[src/rtl/fmul_pkg.sv]
package fmul_pkg;
  localparam logic [7:0] FM_PREFIX = 8'h03;

  typedef enum logic [1:0] {
    FM_NONE = 2'b00,
    FM_UU   = 2'b01,
    FM_SS   = 2'b10,
    FM_SU   = 2'b11
  } fm_kind_e;
endpackage

[src/rtl/fmul_decode.sv]
module fmul_decode #(
  parameter int IDX_W  = 3,
  parameter int ADDR_W = 5,
  parameter int BASE   = 16
) (
  input  logic [15:0]       insn_i,
  output logic              hit_o,
  output logic              sign_a_o,
  output logic              sign_b_o,
  output logic [ADDR_W-1:0] addr_a_o,
  output logic [ADDR_W-1:0] addr_b_o
);
  import fmul_pkg::*;

  localparam logic [ADDR_W-1:0] BASE_V = ADDR_W'(BASE);

  fm_kind_e kind;

  always_comb begin
    kind = fm_kind_e'({insn_i[7], insn_i[3]});
    hit_o = (insn_i[15:8] == FM_PREFIX) && (kind != FM_NONE);
    sign_a_o = (kind == FM_SS) || (kind == FM_SU);
    sign_b_o = (kind == FM_SS);
    addr_a_o = BASE_V + ADDR_W'(insn_i[4 +: IDX_W]);
    addr_b_o = BASE_V + ADDR_W'(insn_i[0 +: IDX_W]);
  end
endmodule

[src/rtl/fmul_core.sv]
module fmul_core #(
  parameter int DW = 8
) (
  input  logic [DW-1:0]   a_i,
  input  logic [DW-1:0]   b_i,
  input  logic            sign_a_i,
  input  logic            sign_b_i,
  output logic [2*DW-1:0] res_o,
  output logic            carry_o,
  output logic            zero_o
);
  localparam int PW = 2 * DW;

  logic signed [DW:0]   xa, xb;
  logic signed [PW+1:0] full;
  logic [PW-1:0]        prod;

  always_comb begin
    xa = $signed({sign_a_i & a_i[DW-1], a_i});
    xb = $signed({sign_b_i & b_i[DW-1], b_i});
    full = xa * xb;
    prod = full[PW-1:0];
    carry_o = prod[PW-1];          // taken before the shift
    zero_o = (prod == '0);
    res_o = {prod[PW-2:0], 1'b0};
  end
endmodule

[src/rtl/fmul_retire.sv]
module fmul_retire #(
  parameter int DW = 8
) (
  input  logic            clk_i,
  input  logic            rst_ni,
  input  logic            valid_i,
  input  logic            hit_i,
  input  logic            en_i,
  input  logic [2*DW-1:0] res_i,
  input  logic            carry_i,
  input  logic            zero_i,
  output logic            res_we_o,
  output logic [DW-1:0]   res_lo_o,
  output logic [DW-1:0]   res_hi_o,
  output logic            flag_we_o,
  output logic            flag_c_o,
  output logic            flag_z_o,
  output logic            done_o,
  output logic            unmatched_o
);
  logic commit_q, pend_q, done_q, unm_q, c_q, z_q;
  logic [2*DW-1:0] res_q;
  logic commit_d;

  assign commit_d = valid_i & hit_i & en_i;

  always_ff @(posedge clk_i or negedge rst_ni) begin
    if (!rst_ni) begin
      commit_q <= 1'b0;
      pend_q   <= 1'b0;
      done_q   <= 1'b0;
      unm_q    <= 1'b0;
      res_q    <= '0;
      c_q      <= 1'b0;
      z_q      <= 1'b0;
    end else begin
      commit_q <= commit_d;
      pend_q   <= valid_i & hit_i;
      done_q   <= pend_q;
      unm_q    <= valid_i & ~hit_i;
      if (commit_d) begin
        res_q <= res_i;
        c_q   <= carry_i;
        z_q   <= zero_i;
      end
    end
  end

  assign res_we_o    = commit_q;
  assign flag_we_o   = commit_q;
  assign res_lo_o    = res_q[DW-1:0];
  assign res_hi_o    = res_q[2*DW-1:DW];
  assign flag_c_o    = c_q;
  assign flag_z_o    = z_q;
  assign done_o      = done_q;
  assign unmatched_o = unm_q;

  p_commit_needs_en_r7: assert property (@(posedge clk_i) disable iff (!rst_ni)
    res_we_o |-> ($past(en_i) && $past(valid_i)));
  p_hold_idle_r7: assert property (@(posedge clk_i) disable iff (!rst_ni)
    !flag_we_o |-> ($stable(res_q) && $stable(flag_c_o) && $stable(flag_z_o)));
  p_done_late_r8: assert property (@(posedge clk_i) disable iff (!rst_ni)
    done_o |-> ($past(valid_i, 2) && $past(hit_i, 2)));
  p_unmatched_quiet_r9: assert property (@(posedge clk_i) disable iff (!rst_ni)
    unmatched_o |-> (!res_we_o && !flag_we_o && $stable(res_q)));
  p_zero_clean_r5: assert property (@(posedge clk_i) disable iff (!rst_ni)
    (flag_we_o && flag_z_o) |-> (!flag_c_o && res_q == '0));
  p_shift_lsb_r6: assert property (@(posedge clk_i) disable iff (!rst_ni)
    res_we_o |-> !res_lo_o[0]);
endmodule

[src/rtl/fmul_exec.sv]
module fmul_exec #(
  parameter int DW     = 8,
  parameter int IDX_W  = 3,
  parameter int ADDR_W = 5,
  parameter int BASE   = 16
) (
  input  logic              clk_i,
  input  logic              rst_ni,
  input  logic [15:0]       insn_i,
  input  logic              insn_valid_i,
  input  logic              mul_en_i,
  output logic [ADDR_W-1:0] rd_addr_a_o,
  input  logic [DW-1:0]     rd_data_a_i,
  output logic [ADDR_W-1:0] rd_addr_b_o,
  input  logic [DW-1:0]     rd_data_b_i,
  output logic              res_we_o,
  output logic [DW-1:0]     res_lo_o,
  output logic [DW-1:0]     res_hi_o,
  output logic              flag_we_o,
  output logic              flag_c_o,
  output logic              flag_z_o,
  output logic              done_o,
  output logic              unmatched_o
);
  logic hit, sign_a, sign_b, carry, zero;
  logic [2*DW-1:0] res;

  fmul_decode #(.IDX_W(IDX_W), .ADDR_W(ADDR_W), .BASE(BASE)) u_decode (
    .insn_i   (insn_i),
    .hit_o    (hit),
    .sign_a_o (sign_a),
    .sign_b_o (sign_b),
    .addr_a_o (rd_addr_a_o),
    .addr_b_o (rd_addr_b_o)
  );

  fmul_core #(.DW(DW)) u_core (
    .a_i      (rd_data_a_i),
    .b_i      (rd_data_b_i),
    .sign_a_i (sign_a),
    .sign_b_i (sign_b),
    .res_o    (res),
    .carry_o  (carry),
    .zero_o   (zero)
  );

  fmul_retire #(.DW(DW)) u_retire (
    .clk_i       (clk_i),
    .rst_ni      (rst_ni),
    .valid_i     (insn_valid_i),
    .hit_i       (hit),
    .en_i        (mul_en_i),
    .res_i       (res),
    .carry_i     (carry),
    .zero_i      (zero),
    .res_we_o    (res_we_o),
    .res_lo_o    (res_lo_o),
    .res_hi_o    (res_hi_o),
    .flag_we_o   (flag_we_o),
    .flag_c_o    (flag_c_o),
    .flag_z_o    (flag_z_o),
    .done_o      (done_o),
    .unmatched_o (unmatched_o)
  );

  p_bank_range_r2: assert property (@(posedge clk_i) disable iff (!rst_ni)
    insn_valid_i |-> (rd_addr_a_o >= ADDR_W'(BASE) && rd_addr_b_o >= ADDR_W'(BASE)));
endmodule

[config.mk]
export PLATFORM = sky130hd
export DESIGN_NAME = fmul_exec
export DESIGN_NICKNAME = d
export VERILOG_FILES = /design/src/rtl/fmul_pkg.sv /design/src/rtl/fmul_decode.sv /design/src/rtl/fmul_core.sv /design/src/rtl/fmul_retire.sv /design/src/rtl/fmul_exec.sv
export SDC_FILE = /design/constraint.sdc
export NUM_CORES = 1
export LEC_CHECK = 0
export BUFFER_PORTS_ARGS = -buffer_cell sky130_fd_sc_hd__buf_2
export CORE_MARGIN = 8
export CORE_UTILIZATION = 40
export CTS_BUF_LIST = sky130_fd_sc_hd__clkbuf_2 sky130_fd_sc_hd__clkbuf_4 sky130_fd_sc_hd__clkbuf_8
export DETAILED_ROUTE_END_ITERATION = 10
export PLACE_DENSITY = 0.69
export SLEW_MARGIN = 15
export SYNTH_ARGS = -nofsm -noshare
export SYNTH_HDL_FRONTEND = slang
export SYNTH_SLANG_ARGS = --single-unit
[constraint.sdc]
create_clock -name clk_i -period 0.9 [get_ports clk_i]
set_input_delay 0.09 -clock clk_i [delete_from_list [all_inputs] [get_ports clk_i]]
set_output_delay 0.09 -clock clk_i [all_outputs]
set_load 0.05 [all_outputs]
==> impl_metrics.xml <==
<?xml version="1.0" encoding="UTF-8"?>
<metrics>
  <group name="floorplanning">
    <metric name="top_level_ports" unit="">68</metric>
    <metric name="initial_core_util" unit="">0.406</metric>
    <metric name="placementRows" unit="">35</metric>
    <metric name="die_y" unit="um">112</metric>
    <metric name="die_area" unit="um^2">12500</metric>
    <metric name="design.core.area" unit="um^2">9060</metric>
    <metric name="die_x" unit="um">112</metric>
  </group>
  <group name="setup_path">
    <metric name="cp_num_buf_inv" unit="">2</metric>
    <metric name="cp.required" unit="ns">1.05</metric>
    <metric name="worst_path_dominant_cell_family" unit="">adder cells</metric>
    <metric name="critPathMaxStageDelay" unit="ns">0.50</metric>
    <metric name="cp-end-kind" unit="">flop</metric>
    <metric name="crit_path_cell_trace" unit="">buf_8 -&gt; nor2b_4 -&gt; nand2_4 -&gt; or2_2 -&gt; fa_1 -&gt; fa_1 -&gt; fa_1 -&gt; inv_1 -&gt; fa_1 -&gt; ha_1 -&gt; ha_2 -&gt; or3_1 -&gt; a211o_1 -&gt; a31o_1 -&gt; a21oi_2 -&gt; xor2_1 -&gt; mux2_4</metric>
    <metric name="crit_start_category" unit="">input pin</metric>
    <metric name="critical_path_peak_fanout" unit="">6</metric>
    <metric name="timing.critical_path.slowest_stage_cell" unit="">sky130_fd_sc_hd__fa_1</metric>
    <metric name="regToRegSetupSlack" unit="ns">0</metric>
    <metric name="critical_path_arrival" unit="ns">4.56</metric>
    <metric name="critical-path-top-cell-by-count" unit="">sky130_fd_sc_hd__fa_1</metric>
    <metric name="r2r-start" unit="">u_retire.res_q[5]</metric>
    <metric name="setup.worst_path.class" unit="">input pin to flop</metric>
    <metric name="r2r_end" unit="">u_retire.res_q[5]</metric>
    <metric name="reg2reg_depth" unit="">2</metric>
  </group>
  <group name="finish">
    <metric name="utilization" unit="">0.619</metric>
    <metric name="insertedDiodeCount" unit="">0</metric>
    <metric name="syn2layout_area_growth" unit="%">52.4</metric>
    <metric name="finalNetCount" unit="">652</metric>
    <metric name="finalNonFillerCells" unit="">630</metric>
    <metric name="fill_cells" unit="">722</metric>
    <metric name="layout-drive-gt1-share" unit="">0.457</metric>
    <metric name="layout.cell_area.non_filler" unit="um^2">5610</metric>
  </group>
  <group name="timing">
    <metric name="maxClockFrequency" unit="MHz">227</metric>
    <metric name="finalCritPeriodShare" unit="">4.89</metric>
    <metric name="finalCriticalPeriod" unit="ns">4.40</metric>
    <metric name="drv_slew" unit="">0</metric>
    <metric name="skew" unit="ns">0.000502</metric>
    <metric name="fin_worst_hold_slack" unit="ns">0.127</metric>
    <metric name="setup_violations_final" unit="">38</metric>
    <metric name="timing.setup.tns" unit="ns">-41.46</metric>
    <metric name="finalHoldViolations" unit="">0</metric>
    <metric name="rsz_0062_raised_after_global_routing" unit="">true</metric>
    <metric name="post-route-worst-setup-slack" unit="ns">-3.50</metric>
  </group>
  <group name="placed_design">
    <metric name="placer_congestion" unit="">0.865</metric>
    <metric name="postPlaceCellArea" unit="um^2">4620</metric>
    <metric name="pre_cts_slack" unit="ns">-3.88</metric>
    <metric name="place_inst" unit="">598</metric>
    <metric name="placement.io_buffers" unit="">50</metric>
    <metric name="hpwl_after_dpl" unit="mm">7.31</metric>
  </group>
  <group name="min_path">
    <metric name="timing.hold.worst_path_depth" unit="">2</metric>
    <metric name="worstHoldPathType" unit="">input pin to flop</metric>
    <metric name="hold_end" unit="">u_retire.pend_q</metric>
    <metric name="hold_start" unit="">insn_valid_i</metric>
  </group>
  <group name="drt">
    <metric name="initialDrtViolationCount" unit="">93</metric>
    <metric name="routed_wl" unit="mm">10.1</metric>
    <metric name="drt-vias-per-instance" unit="">4.88</metric>
    <metric name="drt_pre_antenna_iters" unit="">4</metric>
    <metric name="post_drt_wl_per_cell" unit="um">16.0</metric>
    <metric name="num_vias" unit="">3075</metric>
    <metric name="drt_drc_violations_left" unit="">0</metric>
    <metric name="ant_nets" unit="">0</metric>
  </group>
  <group name="logic_synthesis">
    <metric name="ys.flop_type" unit="">sky130_fd_sc_hd__dfrtp_1</metric>
    <metric name="postSynthAreaPerCell" unit="um^2">9.35</metric>
    <metric name="synth_area_leader_cell" unit="">sky130_fd_sc_hd__fa_1</metric>
    <metric name="count_of_flip_flops_with_a_built_in_enable_after_synthesis" unit="">0</metric>
    <metric name="synth.yosys.seq_area_share" unit="">0.143</metric>
    <metric name="post_synth_xor_xnor_area" unit="">0.0357</metric>
    <metric name="mux_share_of_post_synthesis_cell_area" unit="">0.0245</metric>
    <metric name="post_synth_num_cell_types" unit="">46</metric>
    <metric name="largest_family_of_logic_cells_by_synthesized_area" unit="">adder cells</metric>
    <metric name="compound_cell_area_share_of_the_yosys_netlist" unit="">0.0632</metric>
    <metric name="yosys.area.top_type_share" unit="">0.343</metric>
    <metric name="asyncSetResetFlopFracSynth" unit="">1.00</metric>
    <metric name="ys_warn_count" unit="">0</metric>
    <metric name="synthCells" unit="">394</metric>
    <metric name="synth_top_area_cells" unit="">sky130_fd_sc_hd__fa_1, sky130_fd_sc_hd__dfrtp_1, sky130_fd_sc_hd__ha_1</metric>
    <metric name="synth-seq-cells" unit="">21</metric>
    <metric name="yosys.area_share.adder" unit="">0.455</metric>
    <metric name="yosys.area_share.simple" unit="">0.155</metric>
    <metric name="syn-cell-area" unit="um^2">3680</metric>
  </group>
  <group name="global_routing">
    <metric name="track_usage" unit="">0.155</metric>
    <metric name="number_of_antenna_violations_at_the_first_check_in_global_routing" unit="">0</metric>
    <metric name="grt_pass1_wl" unit="mm">16.1</metric>
    <metric name="via_count_of_the_first_global_routing_pass" unit="">3471</metric>
    <metric name="global_route.overflow_total" unit="">0</metric>
    <metric name="grt_start_max_net_pins" unit="">22</metric>
  </group>
  <group name="pwr">
    <metric name="power_switching" unit="mW">6.58</metric>
    <metric name="sequentialPowerShare" unit="">0.070</metric>
    <metric name="power.static_leakage" unit="nW">2.85</metric>
    <metric name="peakVddDrop" unit="uV">1700</metric>
    <metric name="p_clk_frac" unit="">0.043</metric>
    <metric name="design_power_total" unit="mW">14.8</metric>
    <metric name="power_switching_share" unit="">0.443</metric>
    <metric name="power.density_cell_area" unit="nW/um^2">2650</metric>
    <metric name="power.combinational.fraction" unit="">0.888</metric>
    <metric name="p_int" unit="mW">8.26</metric>
  </group>
  <group name="clock_tree">
    <metric name="clk_pin_slew_worst_paths" unit="ns">0.08</metric>
    <metric name="clkLatencyLatePin" unit="ns">0.26</metric>
    <metric name="ctsLongestPathBuffers" unit="">2</metric>
    <metric name="cts.root.buffer_cell" unit="">sky130_fd_sc_hd__clkbuf_8</metric>
    <metric name="cts_tree" unit="">yes</metric>
    <metric name="cts_inserted_buffers" unit="">3</metric>
    <metric name="clock_sinks" unit="">21</metric>
    <metric name="htree_num_levels" unit="">1</metric>
  </group>
  <group name="job">
    <metric name="number_of_max_cap_violations" unit="">0</metric>
  </group>
  <group name="status">
    <metric name="run_status" unit="">complete, but fails checks</metric>
    <metric name="failing_checks" unit="">setup timing</metric>
  </group>
</metrics>
[per-layer routing]
metal	track usage	share of wire	vias up
li1	-	-	1442
met4	0.0144	0.0070	0
met2	0.301	0.57	60
met5	0	0	-
met1	0.178	0.38	1561
met3	0.0254	0.038	12
[synthesized netlist by cell type, drive strengths merged, types with 2 or more instances]
| library cell | count |
|---|---|
| a211o | 2 |
| nor2b | 2 |
| conb | 2 |
| a21o | 4 |
| clkbuf | 14 |
| buf | 12 |
| a21oi | 5 |
| nand2 | 50 |
| dfrtp | 21 |
| mux2 | 8 |
| or2 | 3 |
| xor2 | 5 |
| nor3 | 3 |
| nor4b | 3 |
| a211oi | 2 |
| o21ai | 5 |
| and3 | 4 |
| and2 | 31 |
| fa | 63 |
| inv | 82 |
| nor4 | 2 |
| o21a | 2 |
| nand3 | 5 |
| o211ai | 3 |
| nor2 | 6 |
| xnor2 | 10 |
| ha | 33 |
[flip-flops by register name, summed over array words and instances (netlist names)]
name / flops
u_retire.res_q: 15
u_retire.done_o: 1
u_retire.flag_c_o: 1
u_retire.flag_we_o: 1
u_retire.flag_z_o: 1
u_retire.pend_q: 1
u_retire.unmatched_o: 1
[cell families after synthesis]
kind of cell               after synthesis
and+or+nand+nor                        112
buffers and inverters                  108
adders and majority gates               96
AOI/OAI and AO/OA                       32
DFF                                     21
xor gates and xnor gates                15
muxes                                    8
other                                    2
[worst max-delay path by stage]
stage          cells past startpoint  slack, ns      startpoint                end
6_report                          17      -3.50       insn_i[3]  u_retire.flag_c_o
3_3_place_gp                      18      -3.75       insn_i[3]  u_retire.flag_c_o
3_5_place_dp                      17      -3.88       insn_i[7]  u_retire.flag_c_o
4_1_cts                           19      -3.50       insn_i[3]  u_retire.flag_c_o
2_1_floorplan                     19      -3.65  rd_data_b_i[7]  u_retire.flag_c_o
5_1_grt                           20      -3.70       insn_i[3]  u_retire.flag_z_o
[layout make-up]
type | count | area (um^2) | area share
multi-input cells | 268 | 3220 | 0.574
well taps | 111 | 139 | 0.0248
repair buffers | 144 | 1370 | 0.244
clock inverters | 1 | 5.00 | 0.000892
flip-flops and latches | 21 | 527 | 0.0939
inverters | 82 | 308 | 0.0549
clock buffers | 3 | 41.3 | 0.00736
[cell usage in the layout, fill, tap and decap left out, types with 3 or more instances in the layout]
master	synthesis	final
sky130_fd_sc_hd__inv_1	82	67
sky130_fd_sc_hd__buf_4	12	63
sky130_fd_sc_hd__fa_1	63	60
sky130_fd_sc_hd__buf_6	0	52
sky130_fd_sc_hd__nand2_1	50	38
sky130_fd_sc_hd__and2_1	30	29
sky130_fd_sc_hd__dfrtp_1	21	20
sky130_fd_sc_hd__ha_1	33	16
sky130_fd_sc_hd__ha_4	0	16
sky130_fd_sc_hd__inv_2	0	15
sky130_fd_sc_hd__buf_2	0	14
sky130_fd_sc_hd__xnor2_1	10	8
sky130_fd_sc_hd__buf_8	0	8
sky130_fd_sc_hd__nand2_2	0	7
sky130_fd_sc_hd__nand2_4	0	5
sky130_fd_sc_hd__nor2_1	6	5
sky130_fd_sc_hd__conb_1	2	5
sky130_fd_sc_hd__xor2_1	5	4
sky130_fd_sc_hd__mux2_4	0	4
sky130_fd_sc_hd__mux2_2	5	4
sky130_fd_sc_hd__buf_12	0	4
sky130_fd_sc_hd__nor4b_4	0	3
sky130_fd_sc_hd__o21ai_1	1	3
sky130_fd_sc_hd__o211ai_1	3	3
sky130_fd_sc_hd__a21oi_1	4	3
sky130_fd_sc_hd__fa_2	0	3
sky130_fd_sc_hd__clkbuf_8	0	3
[timing repair]
action	in CTS	in global routing
setup buffers	16	15
resized for setup	139	32
hold buffers	1	0
pin swaps	40	24
gates cloned	1	1
hold endpoints to repair	21	0
endpoints found under the setup margin	39	38
[power by group through the flow]
stage	registers, mW	logic (mW)	clock network, mW
6_report	1.04	13.2	0.633
5_1_grt	1.04	14.3	0.691
4_1_cts	1.03	11.7	0.632
3_5_place_dp	1.04	9.39	0
3_3_place_gp	1.04	9.17	0
2_1_floorplan	1.22	6.08	0
Note: power is estimated with default switching activity, not from simulation.
